## src/rtl/nfb_pkg.sv

```systemverilog
`timescale 1ns/1ps
package nfb_pkg;
  localparam int OFS_LP_LO = 'h00;
  localparam int OFS_LP_HI = 'h04;
  localparam int OFS_COL   = 'h08;
  localparam int OFS_CNT   = 'h0C;
  localparam int OFS_CLR   = 'h10;
  localparam int OFS_IO    = 'h14;
  localparam int OFS_CTL   = 'h18;

  localparam int CB_CE0  = 0;
  localparam int CB_CLE  = 1;
  localparam int CB_ALE  = 2;
  localparam int CB_WP   = 3;
  localparam int CB_CE1  = 4;
  localparam int CB_BUSY = 5;

  localparam int IDX_W  = 8;   // byte index inside a 256-byte block
  localparam int COL_W  = 6;
  localparam int HALF_W = IDX_W / 2;

  typedef enum logic [1:0] {ST_IDLE, ST_ACT, ST_RESP} nfb_state_e;
  typedef enum logic [2:0] {
    SEL_LPLO, SEL_LPHI, SEL_COL, SEL_CNT, SEL_CLR, SEL_IO, SEL_CTL, SEL_BAD
  } nfb_sel_e;

  // mask of the data-bit positions whose position bit g equals v
  function automatic logic [7:0] col_mask(input int g, input logic v);
    logic [7:0] m;
    for (int b = 0; b < 8; b++) m[b] = (((b >> g) & 1) == int'(v));
    return m;
  endfunction
endpackage

```

## src/rtl/nfb_ecc.sv

```systemverilog
`timescale 1ns/1ps
module nfb_ecc
  import nfb_pkg::*;
(
  input  logic             clk,
  input  logic             rst_n,
  input  logic             clr,
  input  logic             byte_vld,
  input  logic [7:0]       byte_in,
  output logic [IDX_W-1:0] par_even,
  output logic [IDX_W-1:0] par_odd,
  output logic [COL_W-1:0] col_par,
  output logic [IDX_W-1:0] count
);
  logic byte_par;
  assign byte_par = ^byte_in;

  always_ff @(posedge clk or negedge rst_n) begin
    if (!rst_n)        count <= '0;
    else if (clr)      count <= '0;
    else if (byte_vld) count <= count + 1'b1;
  end

  for (genvar k = 0; k < IDX_W; k++) begin : g_line
    always_ff @(posedge clk or negedge rst_n) begin
      if (!rst_n) begin
        par_even[k] <= 1'b0;
        par_odd[k]  <= 1'b0;
      end else if (clr) begin
        par_even[k] <= 1'b0;
        par_odd[k]  <= 1'b0;
      end else if (byte_vld) begin
        if (count[k]) par_odd[k]  <= par_odd[k]  ^ byte_par;
        else          par_even[k] <= par_even[k] ^ byte_par;
      end
    end
  end

  for (genvar g = 0; g < COL_W/2; g++) begin : g_col
    always_ff @(posedge clk or negedge rst_n) begin
      if (!rst_n) begin
        col_par[2*g]   <= 1'b0;
        col_par[2*g+1] <= 1'b0;
      end else if (clr) begin
        col_par[2*g]   <= 1'b0;
        col_par[2*g+1] <= 1'b0;
      end else if (byte_vld) begin
        col_par[2*g]   <= col_par[2*g]   ^ (^(byte_in & col_mask(g, 1'b0)));
        col_par[2*g+1] <= col_par[2*g+1] ^ (^(byte_in & col_mask(g, 1'b1)));
      end
    end
  end

  a_r6_count_step: assert property (@(posedge clk) disable iff (!rst_n)
    (byte_vld && !clr) |=> count == $past(count) + 1'b1);
  a_r9_clear_zero: assert property (@(posedge clk) disable iff (!rst_n)
    clr |=> (count == '0 && par_even == '0 && par_odd == '0 && col_par == '0));
  a_r6_hold_idle: assert property (@(posedge clk) disable iff (!rst_n)
    (!byte_vld && !clr) |=> $stable(count) && $stable(col_par));
endmodule

```

## src/rtl/nfb_ctlreg.sv

```systemverilog
`timescale 1ns/1ps
module nfb_ctlreg
  import nfb_pkg::*;
(
  input  logic       clk,
  input  logic       rst_n,
  input  logic       wr_en,
  input  logic [7:0] wr_data,
  input  logic       ryby,
  output logic [7:0] ctl_rd,
  output logic       fl_cle,
  output logic       fl_ale,
  output logic [1:0] fl_ce,
  output logic       fl_wp
);
  logic [7:0] ctl_q;

  always_ff @(posedge clk or negedge rst_n) begin
    if (!rst_n)     ctl_q <= '0;
    else if (wr_en) ctl_q <= wr_data & ~(8'd1 << CB_BUSY);
  end

  always_comb begin
    ctl_rd          = ctl_q;
    ctl_rd[CB_BUSY] = ryby;
  end

  assign fl_cle = ctl_q[CB_CLE];
  assign fl_ale = ctl_q[CB_ALE];
  assign fl_wp  = ctl_q[CB_WP];
  assign fl_ce  = {ctl_q[CB_CE1], ctl_q[CB_CE0]};

  a_r1_pins_follow: assert property (@(posedge clk) disable iff (!rst_n)
    wr_en |=> (fl_cle == $past(wr_data[CB_CLE]) && fl_ale == $past(wr_data[CB_ALE])
               && fl_wp == $past(wr_data[CB_WP]) && fl_ce[0] == $past(wr_data[CB_CE0])
               && fl_ce[1] == $past(wr_data[CB_CE1])));
  a_r2_busy_not_stored: assert property (@(posedge clk) disable iff (!rst_n)
    !ryby |-> !ctl_rd[CB_BUSY]);
  a_r1_pins_hold: assert property (@(posedge clk) disable iff (!rst_n)
    !wr_en |=> $stable(fl_ce) && $stable(fl_cle) && $stable(fl_ale) && $stable(fl_wp));
endmodule

```

## src/rtl/nfb_rdmux.sv

```systemverilog
`timescale 1ns/1ps
module nfb_rdmux
  import nfb_pkg::*;
(
  input  nfb_sel_e         sel,
  input  logic [IDX_W-1:0] par_even,
  input  logic [IDX_W-1:0] par_odd,
  input  logic [COL_W-1:0] col_par,
  input  logic [IDX_W-1:0] count,
  input  logic [7:0]       ctl_rd,
  output logic [7:0]       rd_byte
);
  logic [7:0] lp_lo, lp_hi;

  for (genvar j = 0; j < HALF_W; j++) begin : g_ilv
    assign lp_lo[2*j]   = par_even[j];
    assign lp_lo[2*j+1] = par_odd[j];
    assign lp_hi[2*j]   = par_even[j+HALF_W];
    assign lp_hi[2*j+1] = par_odd[j+HALF_W];
  end

  always_comb begin
    unique case (sel)
      SEL_LPLO: rd_byte = lp_lo;
      SEL_LPHI: rd_byte = lp_hi;
      SEL_COL:  rd_byte = {{(8-COL_W){1'b0}}, col_par};
      SEL_CNT:  rd_byte = count;
      SEL_CTL:  rd_byte = ctl_rd;
      default:  rd_byte = '0;
    endcase
  end
endmodule

```

## src/rtl/nand_ecc_bridge.sv

```systemverilog
`timescale 1ns/1ps
module nand_ecc_bridge
  import nfb_pkg::*;
#(
  parameter int ADDR_W = 8
) (
  input  logic              clk,
  input  logic              rst_n,
  input  logic              req_valid,
  output logic              req_ready,
  input  logic              req_write,
  input  logic              req_word,
  input  logic [ADDR_W-1:0] req_addr,
  input  logic [7:0]        req_wdata,
  output logic              rsp_valid,
  input  logic              rsp_ready,
  output logic [31:0]       rsp_rdata,
  output logic              bad_addr,
  output logic [7:0]        fl_dout,
  input  logic [7:0]        fl_din,
  output logic              fl_we,
  output logic              fl_re,
  output logic              fl_cle,
  output logic              fl_ale,
  output logic [1:0]        fl_ce,
  output logic              fl_wp,
  input  logic              fl_ryby
);
  nfb_state_e state;
  nfb_sel_e   dec_sel, lat_sel;
  logic       lat_write, lat_word, phase;
  logic [7:0] lat_wdata;
  logic [31:0] rdata_q;

  logic [IDX_W-1:0] par_even, par_odd, count;
  logic [COL_W-1:0] col_par;
  logic [7:0]       ctl_rd, mux_byte;
  logic             act, ecc_vld, ecc_clr, ctl_wr;

  always_comb begin
    if      (req_addr == ADDR_W'(OFS_LP_LO)) dec_sel = SEL_LPLO;
    else if (req_addr == ADDR_W'(OFS_LP_HI)) dec_sel = SEL_LPHI;
    else if (req_addr == ADDR_W'(OFS_COL))   dec_sel = SEL_COL;
    else if (req_addr == ADDR_W'(OFS_CNT))   dec_sel = SEL_CNT;
    else if (req_addr == ADDR_W'(OFS_CLR))   dec_sel = SEL_CLR;
    else if (req_addr == ADDR_W'(OFS_IO))    dec_sel = SEL_IO;
    else if (req_addr == ADDR_W'(OFS_CTL))   dec_sel = SEL_CTL;
    else                                     dec_sel = SEL_BAD;
  end

  assign act       = (state == ST_ACT);
  assign req_ready = (state == ST_IDLE);
  assign rsp_valid = (state == ST_RESP);
  assign rsp_rdata = rdata_q;

  assign fl_we    = act &&  lat_write && (lat_sel == SEL_IO);
  assign fl_re    = act && !lat_write && (lat_sel == SEL_IO);
  assign fl_dout  = lat_wdata;
  assign ctl_wr   = act &&  lat_write && (lat_sel == SEL_CTL);
  assign ecc_clr  = act &&  lat_write && (lat_sel == SEL_CLR);
  // a read of a clear offset is undefined too
  assign bad_addr = act && !lat_write && (lat_sel == SEL_BAD || lat_sel == SEL_CLR);
  assign ecc_vld  = fl_we || fl_re;

  always_ff @(posedge clk or negedge rst_n) begin
    if (!rst_n) begin
      state     <= ST_IDLE;
      lat_sel   <= SEL_BAD;
      lat_write <= 1'b0;
      lat_word  <= 1'b0;
      lat_wdata <= '0;
      phase     <= 1'b0;
      rdata_q   <= '0;
    end else begin
      unique case (state)
        ST_IDLE: if (req_valid) begin
          lat_sel   <= dec_sel;
          lat_write <= req_write;
          lat_word  <= req_word;
          lat_wdata <= req_wdata;
          phase     <= 1'b0;
          rdata_q   <= '0;
          state     <= ST_ACT;
        end
        ST_ACT: begin
          if (lat_write) begin
            state <= ST_IDLE;
          end else if (lat_sel == SEL_IO) begin
            if (!phase) rdata_q[7:0]   <= fl_din;
            else        rdata_q[23:16] <= fl_din;
            if (lat_word && !phase) phase <= 1'b1;
            else                    state <= ST_RESP;
          end else begin
            rdata_q <= {24'd0, mux_byte};
            state   <= ST_RESP;
          end
        end
        ST_RESP: if (rsp_ready) state <= ST_IDLE;
        default: state <= ST_IDLE;
      endcase
    end
  end

  nfb_ecc u_ecc (
    .clk(clk), .rst_n(rst_n), .clr(ecc_clr), .byte_vld(ecc_vld),
    .byte_in(fl_re ? fl_din : fl_dout),
    .par_even(par_even), .par_odd(par_odd), .col_par(col_par), .count(count)
  );

  nfb_ctlreg u_ctl (
    .clk(clk), .rst_n(rst_n), .wr_en(ctl_wr), .wr_data(lat_wdata), .ryby(fl_ryby),
    .ctl_rd(ctl_rd), .fl_cle(fl_cle), .fl_ale(fl_ale), .fl_ce(fl_ce), .fl_wp(fl_wp)
  );

  nfb_rdmux u_mux (
    .sel(lat_sel), .par_even(par_even), .par_odd(par_odd), .col_par(col_par),
    .count(count), .ctl_rd(ctl_rd), .rd_byte(mux_byte)
  );

  a_r11_rsp_hold: assert property (@(posedge clk) disable iff (!rst_n)
    (rsp_valid && !rsp_ready) |=> (rsp_valid && $stable(rsp_rdata)));
  a_r11_no_accept_pending: assert property (@(posedge clk) disable iff (!rst_n)
    rsp_valid |-> !req_ready);
  a_r10_bad_one_cycle: assert property (@(posedge clk) disable iff (!rst_n)
    bad_addr |=> !bad_addr);
  a_r3_single_we: assert property (@(posedge clk) disable iff (!rst_n)
    fl_we |=> !fl_we);
  a_r4_strobe_excl: assert property (@(posedge clk) disable iff (!rst_n)
    !(fl_we && fl_re));
  a_r5_word_gap: assert property (@(posedge clk) disable iff (!rst_n)
    (fl_re && !$past(fl_re)) |=> (fl_re == $past(lat_word)));
endmodule

```

## config.mk

```make
export PLATFORM = sky130hd
export DESIGN_NAME = nand_ecc_bridge
export DESIGN_NICKNAME = d
export VERILOG_FILES = /design/src/rtl/nfb_pkg.sv /design/src/rtl/nfb_ecc.sv /design/src/rtl/nfb_ctlreg.sv /design/src/rtl/nfb_rdmux.sv /design/src/rtl/nand_ecc_bridge.sv
export SDC_FILE = /design/constraint.sdc
export NUM_CORES = 1
export LEC_CHECK = 0
export BUFFER_PORTS_ARGS = -buffer_cell sky130_fd_sc_hd__buf_2
export CORE_UTILIZATION = 50
export DETAILED_ROUTE_END_ITERATION = 10
export PLACE_DENSITY_LB_ADDON = 0.2
export SLEW_MARGIN = 40
export SYNTH_ARGS = -nofsm -noshare
export SYNTH_HDL_FRONTEND = slang
export SYNTH_SLANG_ARGS = --single-unit
```

## constraint.sdc

```tcl
create_clock -name clk -period 2.4 [get_ports clk]
set_clock_uncertainty 0.05 [all_clocks]
set_input_delay 0.24 -clock clk [delete_from_list [all_inputs] [get_ports clk]]
set_output_delay 0.24 -clock clk [all_outputs]
set_load 0.1 [all_outputs]
```

==> results, run 1 <==
- The die width is approximately 92 um.
- The first global-routing pass estimated 16500 um of wire.
- The die covers roughly 0.0085 mm^2.
- The clock tree from TritonCTS is yes.
- The design draws just over 6 mW.
- The sequential element share of the synthesized area is between 40% and 50%.
- Entering global routing, the biggest net connects 27 pins.
- Port buffering added 64 buffers.
- The run finished with clean final reports.
- The average wire length per cell after detail routing is 16.7 um.
- Across the run, the number of max-cap violations was 0.
- The proportion of synthesized flip-flops having asynchronous set or reset is 100%.
- The post-layout utilization of the core is between 60 and 70%.
- For the worst-skew pair, the clock arrives at the later sink with an insertion delay of about 0.36 ns.
- The routed layout has between 3000 and 4000 vias.
- The signal on the critical path passes through nand2b_1 -> or3_4 -> inv_4 -> buf_12.
- The number of vias per cell after detailed routing is about 5.5.
- The average cell area after synthesis is 9.48 um^2.
- The share of the clock period used by the worst path after layout is about 97%.
- The biggest area contributor in the post-synthesis netlist is sky130_fd_sc_hd__dfrtp_1.
- Setup total negative slack on the finished layout was measured at 0 ns.
- The placed wire-length estimate after detailed placement is ~7500 um.
- In the synthesized netlist, the number of instances is 429.
- The total setup buffers inserted after CTS is 0.
- After detailed placement, the design holds a cell count of around 580.
- Global routing consumed, over all layers together, between 20% and 30% of the routing resources.
- The final-stage net count is about 530.
- The total CTS buffers is 9.
- The congestion estimate from routability-driven global placement came to between 0.8 and 0.9.
- The netlist area before placement is between 0.004 and 0.005 mm^2.
- The required time reported for the critical path endpoint is 2.11 ns.
- In the post-synthesis netlist, the biggest area contributors are sky130_fd_sc_hd__dfrtp_1, sky130_fd_sc_hd__nand2_1, sky130_fd_sc_hd__mux2i_1.
- The critical path is of the flip-flop to output pin type.
- The via count of the first global-routing pass is approximately 3200.
- Yosys mapped a number of flops with a built-in enable equal to 0.
- The global-route congestion overflow total is 0.
- The flop and latch count out of synthesis is 69.
- The min-delay analysis places its worst path in the category primary input to flip-flop.
- The routed design has around 10000 um of wire.
- The number of iterations in the first detailed-routing pass is 4.
- In this run the number of H-tree levels came out at 3.
- The cell at the root of the clock tree is sky130_fd_sc_hd__clkbuf_8.
- The time the final worst path needs with I/O delays and setup is between 2 and 2.5 ns.
- The data arrival time of the worst path is between 2 and 2.5 ns.
- The overall die height is ~90 um.
- Final hold analysis gives a worst-case slack of ~0.016 ns.
- Once detail routing completed, the nets flagged for antenna violations numbered 0.
- For this design the ratio of total power to cell area is roughly 1300 mW/mm^2.
- The number of non-filler instances in the completed layout is approximately 600.
- The area share of the largest cell type after synthesis is about 40%.
- The area growth from synthesis to layout is 16.9%.
- STA classifies the critical path startpoint as a flip-flop.
- The placement row count is 32.
- During synthesis, Yosys emitted a total of 0 warnings.
- The number of antenna violations at the first check in global routing is 0.
- For this design the static power due to leakage is 2.35 nW.
- The number of I/O pins is between 80 and 90.
- The number of distinct standard cells referenced by the synthesized netlist is between 40 and 50.
- For the pin with the worst max-slew slack, the measured transition is about 0.6 ns.
- The endpoint kind of the worst setup timing path is an output pin.
- The core outline area is between 0.007 and 0.008 mm^2.
- For this run, design rule violations remaining after detail routing come to 0.
- Setup repair after global routing left no endpoint under its margin.
- The final number of setup-violating endpoints is 0.
- The maximum number of buffers from clock root to sink is 2.
- The share of final-layout standard cells stronger than drive strength 1 is about a quarter.
- The maximum net fanout on the critical path is 16.
- The initial core utilization is around 52%.
- For this run, the slowest stage of the critical path takes 0.54 ns.
- The maximum VDD drop is 0.00141 V.
- The library cell contributing the largest single delay on the critical path is sky130_fd_sc_hd__dfstp_4.
- For this block, the initial DRC count from the detailed router was between 200 and 250.
- The clock-pin slew of the registers on the worst-case setup and hold paths is 0.08 ns.
- Timing would allow up to between 0.4 and 0.5 GHz.
- The number of hold violations in the final report is 0.
- The worst pin sits at a relative slew slack of roughly three fifths.
- The number of max-slew violations in the final report is 0.
- 0 antenna diodes ended up in the layout.
- Clock tree synthesis found a total of 69 sinks.
- The flip-flop cell with the highest count after synthesis is sky130_fd_sc_hd__dfrtp_1.
[report_power, final]
group / leakage [nW] / internal [mW] / switching, mW
registers: 0.856 / 1.42 / 0.324
clock network: 0.120 / 0.692 / 0.463
logic: 1.38 / 0.969 / 2.18
[final cells by class]
class,instances,area [um^2]
Clock inverter,6,113
Timing Repair Buffer,81,474
Tap cell,102,128
Sequential cell,69,1730
Multi-Input combinational cell,328,2160
Fill cell,674,3050
Clock buffer,10,128
Inverter,5,21.3
[logic make-up after synthesis]
group,Yosys count,share of synthesized area (%)
xor gates and xnor gates,39,9.69
AOI/OAI and AO/OA,75,13.0
muxes,36,9.75
other,1,0.0922
and+or+nand+nor,161,18.3
buffers and inverters,47,6.27
adders and majority gates,1,0.308
DFF,69,42.5
[placed cells by master (no fill, tap or decap), drive strengths merged, types with 10 or more instances in the layout]
master  count
xor2       16
conb       16
mux2i      25
xnor2      23
o21ai      16
nor2       30
clkbuf     10
dfrtp      66
nand2b     10
nand2      81
buf        80
[synthesized netlist by cell type (all sizes together) (9+ instances only)]
cell    instances
nand2          81
dfrtp          66
nor2           30
buf            27
mux2i          25
xnor2          23
o21ai          16
xor2           16
clkbuf         15
nand2b         10
a21oi           9
a22oi           9
mux2            9
[layer usage]
layer | vias to the layer above | global-route usage, % | share of wire, %
li1 | 1582 | - | -
met1 | 1607 | 34.4 | 45
met2 | 111 | 39.7 | 47
met3 | 26 | 4.06 | 4.9
met4 | 0 | 12.1 | 3.4
met5 | - | 0 | 0
[per-stage QoR]
| step | setup WS, ns | cell area (um^2) |
|---|---|---|
| after floorplan | 0.0878 | 4140 |
| after global placement | 0.278 | 4490 |
| after detailed placement | 0.182 | 4490 |
| after CTS | 0.0386 | 4740 |
| after global routing | 0.0109 | 4760 |
| final | 0.0782 | 4760 |
[registers in the layout, summed over array words and instances (netlist names)]
signal,cells
lat_write,1
u_ecc.col_par,6
lat_sel,3
u_ctl.ctl_q,7
state,2
u_ecc.par_even,8
u_ecc.par_odd,8
rsp_rdata,16
lat_word,1
fl_dout,8
phase,1
u_ecc.count,8
[timing repair]
| item | in CTS | in global routing |
|---|---|---|
| gates resized for setup | 2 | 4 |
| endpoints found under the hold margin | 17 | 0 |
| hold buffers | 1 | 0 |
| endpoints found under the setup margin | 2 | 2 |
[critical path, delay by kind of cell (launching register included)]
kind,cells,cell delay [ns]
flops,1,0.54
buf+inv,2,0.43
simple gates,2,0.70
[final timing paths]
check,from,end,slack [ns],depth (start not counted)
min in group asynchronous,rst_n,u_ecc.col_par[4]$_DFFE_PN0P_,0.30,2
setup reg to reg,lat_sel[1]$_DFFE_PN1P_,u_ecc.col_par[0]$_DFFE_PN0P_,0.22,6
hold reg to reg,u_ecc.par_even[5]$_DFFE_PN0P_,u_ecc.par_even[5]$_DFFE_PN0P_,0.42,1
max in group asynchronous,rst_n,lat_sel[0]$_DFFE_PN1P_,1.25,3
hold / removal,req_wdata[0],fl_dout[0]$_DFFE_PN0P_,0.02,3
setup / recovery,lat_sel[1]$_DFFE_PN1P_,fl_re,0.08,4
Power figures use the tool's default switching activity.
==> run 2: changes to the inputs <==
--- a/config.mk
+++ b/config.mk
@@ -9,6 +9,7 @@
 export CORE_UTILIZATION = 50
 export DETAILED_ROUTE_END_ITERATION = 10
 export PLACE_DENSITY_LB_ADDON = 0.2
+export RECOVER_POWER = 50
 export SLEW_MARGIN = 40
 export SYNTH_ARGS = -nofsm -noshare
 export SYNTH_HDL_FRONTEND = slang
==> results, run 2 (synthesized netlist as in run 1, its figures left out) <==
- The number of cells traversed by the worst hold path came to 3 (unchanged).
- The clock latency on the worst-skew pair came to 0.36 ns (about the same).
- The all-layer global routing usage is 25.4% (unchanged).
- The count of nets left with antenna violations after detail routing is 0 (unchanged).
- The die width came to 92.2 um (unchanged).
- The proportion of power drawn by combinational gates is 52.2% (about the same).
- STA classifies the critical path startpoint as a flip-flop.
- The overall die height is 92.2 um (unchanged).
- The final number of setup-violating endpoints is 0 (unchanged).
- The depth of the most critical reg-to-reg path was 6 (unchanged).
- The final instance area is 0.00474 mm^2 (-0.45%).
- The wire length reported by the detailed router was 10000 um (about the same).
- The final-layout fill cell count is 679 (+0.74%).
- The internal cell power is 3.07 mW (-0.29%).
- The area after detailed placement is 0.00449 mm^2 (unchanged).
- The switching power was 2.98 mW (+0.40%).
- The routed via count is 3349 (+0.69%).
- The total CTS buffers is 9 (unchanged).
- In the layout the commonest cells are sky130_fd_sc_hd__nand2_1, sky130_fd_sc_hd__dfrtp_1, sky130_fd_sc_hd__buf_2, sky130_fd_sc_hd__nor2_1, sky130_fd_sc_hd__mux2i_1.
- The placed wire-length estimate after detailed placement is 7500 um (unchanged).
- The die footprint was 0.00850 mm^2 (unchanged).
- The placement row count is 32 (unchanged).
- The transition time at the pin with the least slew margin is 1.19 ns (+0.587 ns).
- The share of the clock period used by the worst path after layout came to 97.1% (+0.35 points).
- The post-detailed-route DRC marker count was 0 (unchanged).
- The wire length of the first global-routing pass was 16500 um (unchanged).
- Leaving out fill and tap cells, the most frequent cell in the layout is sky130_fd_sc_hd__nand2_1.
- TritonCTS built the clock tree.
- The worst max-slew margin expressed relative to the limit is 21.2% (-39 points).
- The net switching share of the total power came to 49.3% (+0.17 points).
- The number of vias per cell after detailed routing is 5.57 (+0.69%).
- The share of final-layout standard cells stronger than drive strength 1 was 22.6% (-2.0 points).
- The final-stage net count is 526 (unchanged).
- The clock-pin slew of the registers on the worst-case setup and hold paths is 0.08 ns (about the same).
- The via count of the first global-routing pass is 3218 (unchanged).
- The H-tree depth is 3 (unchanged).
- The area of combinational cells with multiple inputs is 0.00216 mm^2 (-0.12%).
- The number of iterations in the first detailed-routing pass came to 6 (+2).
- The maximum net fanout on the critical path is 16 (unchanged).
- The maximum VDD drop is 0.00142 V (+0.54%).
- The number of hold violations in the final report is 0 (unchanged).
- The run finished with clean final reports.
- The core outline area is 0.00781 mm^2 (unchanged).
- The cell at the root of the clock tree is sky130_fd_sc_hd__clkbuf_8.
- The achievable frequency came to 0.429 GHz (-0.36%).
- The number of DRC markers in iteration 0 is 233 (+1.3%).
- The power density normalized to cell area was 1280 mW/mm^2 (+0.50%).
- The number of antenna violations at the first check in global routing is 0 (unchanged).
- The number of maximum-capacitance constraint violations is 0 (unchanged).
- The min-delay analysis places its worst path in the category primary input to flip-flop.
- The category of the most critical setup path is flip-flop to output pin.
- The number of max-slew violations in the final report was 0 (unchanged).
- The global-route congestion overflow total is 0 (unchanged).
- The sequential cell area is 0.00173 mm^2 (unchanged).
- The final setup TNS is 0 ns (unchanged).
- The fraction of power consumed by sequential logic is 28.7% (about the same).
- The maximum number of buffers from clock root to sink is 2 (unchanged).
- The area growth from synthesis to layout is 16.4%.
- The data arrival time of the worst path came to 2.04 ns (about the same).
- The initial core utilization is 52.1% (unchanged).
- The number of flip-flops in the largest register came to 16 (unchanged).
- The leakage power total is 2.31 nW (-1.7%).
- The number of I/O pins came to 81 (unchanged).
- The total clock sinks is 69 (unchanged).
- The antenna diode count is 0 (unchanged).
- Setup repair after global routing left no endpoint under its margin.
- The time the final worst path needs with I/O delays and setup was 2.33 ns (+0.00832 ns).
- The average wire length per cell after detail routing is 16.7 um (about the same).
- The routability congestion estimate from global placement is 0.856 (unchanged).
- The count of input and output buffers is 64 (unchanged).
- The total setup buffers inserted after CTS came to 0 (unchanged).
- The largest net degree at the start of global routing is 27 (unchanged).
- STA classifies the critical path endpoint as an output pin.
- The required time reported for the critical path endpoint was 2.11 ns (about the same).
- The proportion of power drawn by the clock network is 19.1% (about the same).
## run 2: cell count changes in the layout (fill, tap and decap cells not counted), sizes merged
cell	change
buf	-11
clkbuf	+11
## run 2: critical path: stages (launching register included)
cell and delay [ns]:
sky130_fd_sc_hd__dfstp_4 0.54, sky130_fd_sc_hd__nand2b_1 0.22, sky130_fd_sc_hd__or3_4 0.49, sky130_fd_sc_hd__inv_4 0.22, sky130_fd_sc_hd__buf_12 0.21
## run 2: power groups by stage
stage	clock network (mW)	logic, mW	registers, mW
3_5_place_dp	0	3.13	1.75
4_1_cts	1.17	3.14	1.74
5_1_grt	1.22	3.34	1.78
3_3_place_gp	0	3.05	1.74
2_1_floorplan	0	1.84	2.23
6_report	1.16	3.16	1.74
## run 2: cell type report
type / instances / share of cell area [%]
Clock inverter: 6 / 2.38
Clock buffer: 10 / 2.69
Sequential cell: 69 / 36.6
Timing Repair Buffer: 81 / 9.62
Multi-Input combinational cell: 328 / 45.5
Tap cell: 102 / 2.69
Inverter: 5 / 0.449
## run 2: final timing paths
check | slack [ns] | to | startpoint
min in group asynchronous | 0.52 | u_ecc.col_par[4]$_DFFE_PN0P_ | rst_n
max in group asynchronous | 0.57 | rsp_rdata[0]$_DFFE_PN0P_ | rst_n
setup reg to reg | 0.21 | u_ecc.col_par[0]$_DFFE_PN0P_ | lat_sel[1]$_DFFE_PN1P_
hold reg to reg | 0.43 | u_ecc.par_even[5]$_DFFE_PN0P_ | u_ecc.par_even[5]$_DFFE_PN0P_
setup / recovery | 0.07 | fl_re | lat_sel[1]$_DFFE_PN1P_
hold / removal | 0.01 | fl_dout[0]$_DFFE_PN0P_ | req_wdata[0]
## run 2: through the flow
step | hold WS, ns | worst slack, ns | util, % | power, mW | instances
2_1_floorplan | -0.106 | 0.0878 | - | 4.07 | 444
3_3_place_gp | 0.158 | 0.278 | 57.5 | 4.79 | 584
3_5_place_dp | 0.173 | 0.182 | 57.5 | 4.88 | 584
4_1_cts | 0.00834 | 0.0386 | 60.8 | 6.05 | 601
5_1_grt | 0.00645 | 0.0109 | 60.7 | 6.35 | 601
6_report | 0.0149 | 0.0699 | 60.7 | 6.05 | 601
## run 2: repair_timing
action	in CTS	in global routing
endpoints found under the setup margin	2	2
hold endpoints to repair	17	0
gates resized for setup	2	4
cloned	0	0
hold buffers	1	0
## run 2: layer usage
layer | vias up | GRT usage, % | wire [um]
met4 | 0 | 12.1 | 374
met5 | - | 0 | 0
li1 | 1580 | - | -
met2 | 127 | 39.7 | 4700
met1 | 1614 | 34.4 | 4460
met3 | 28 | 4.06 | 493
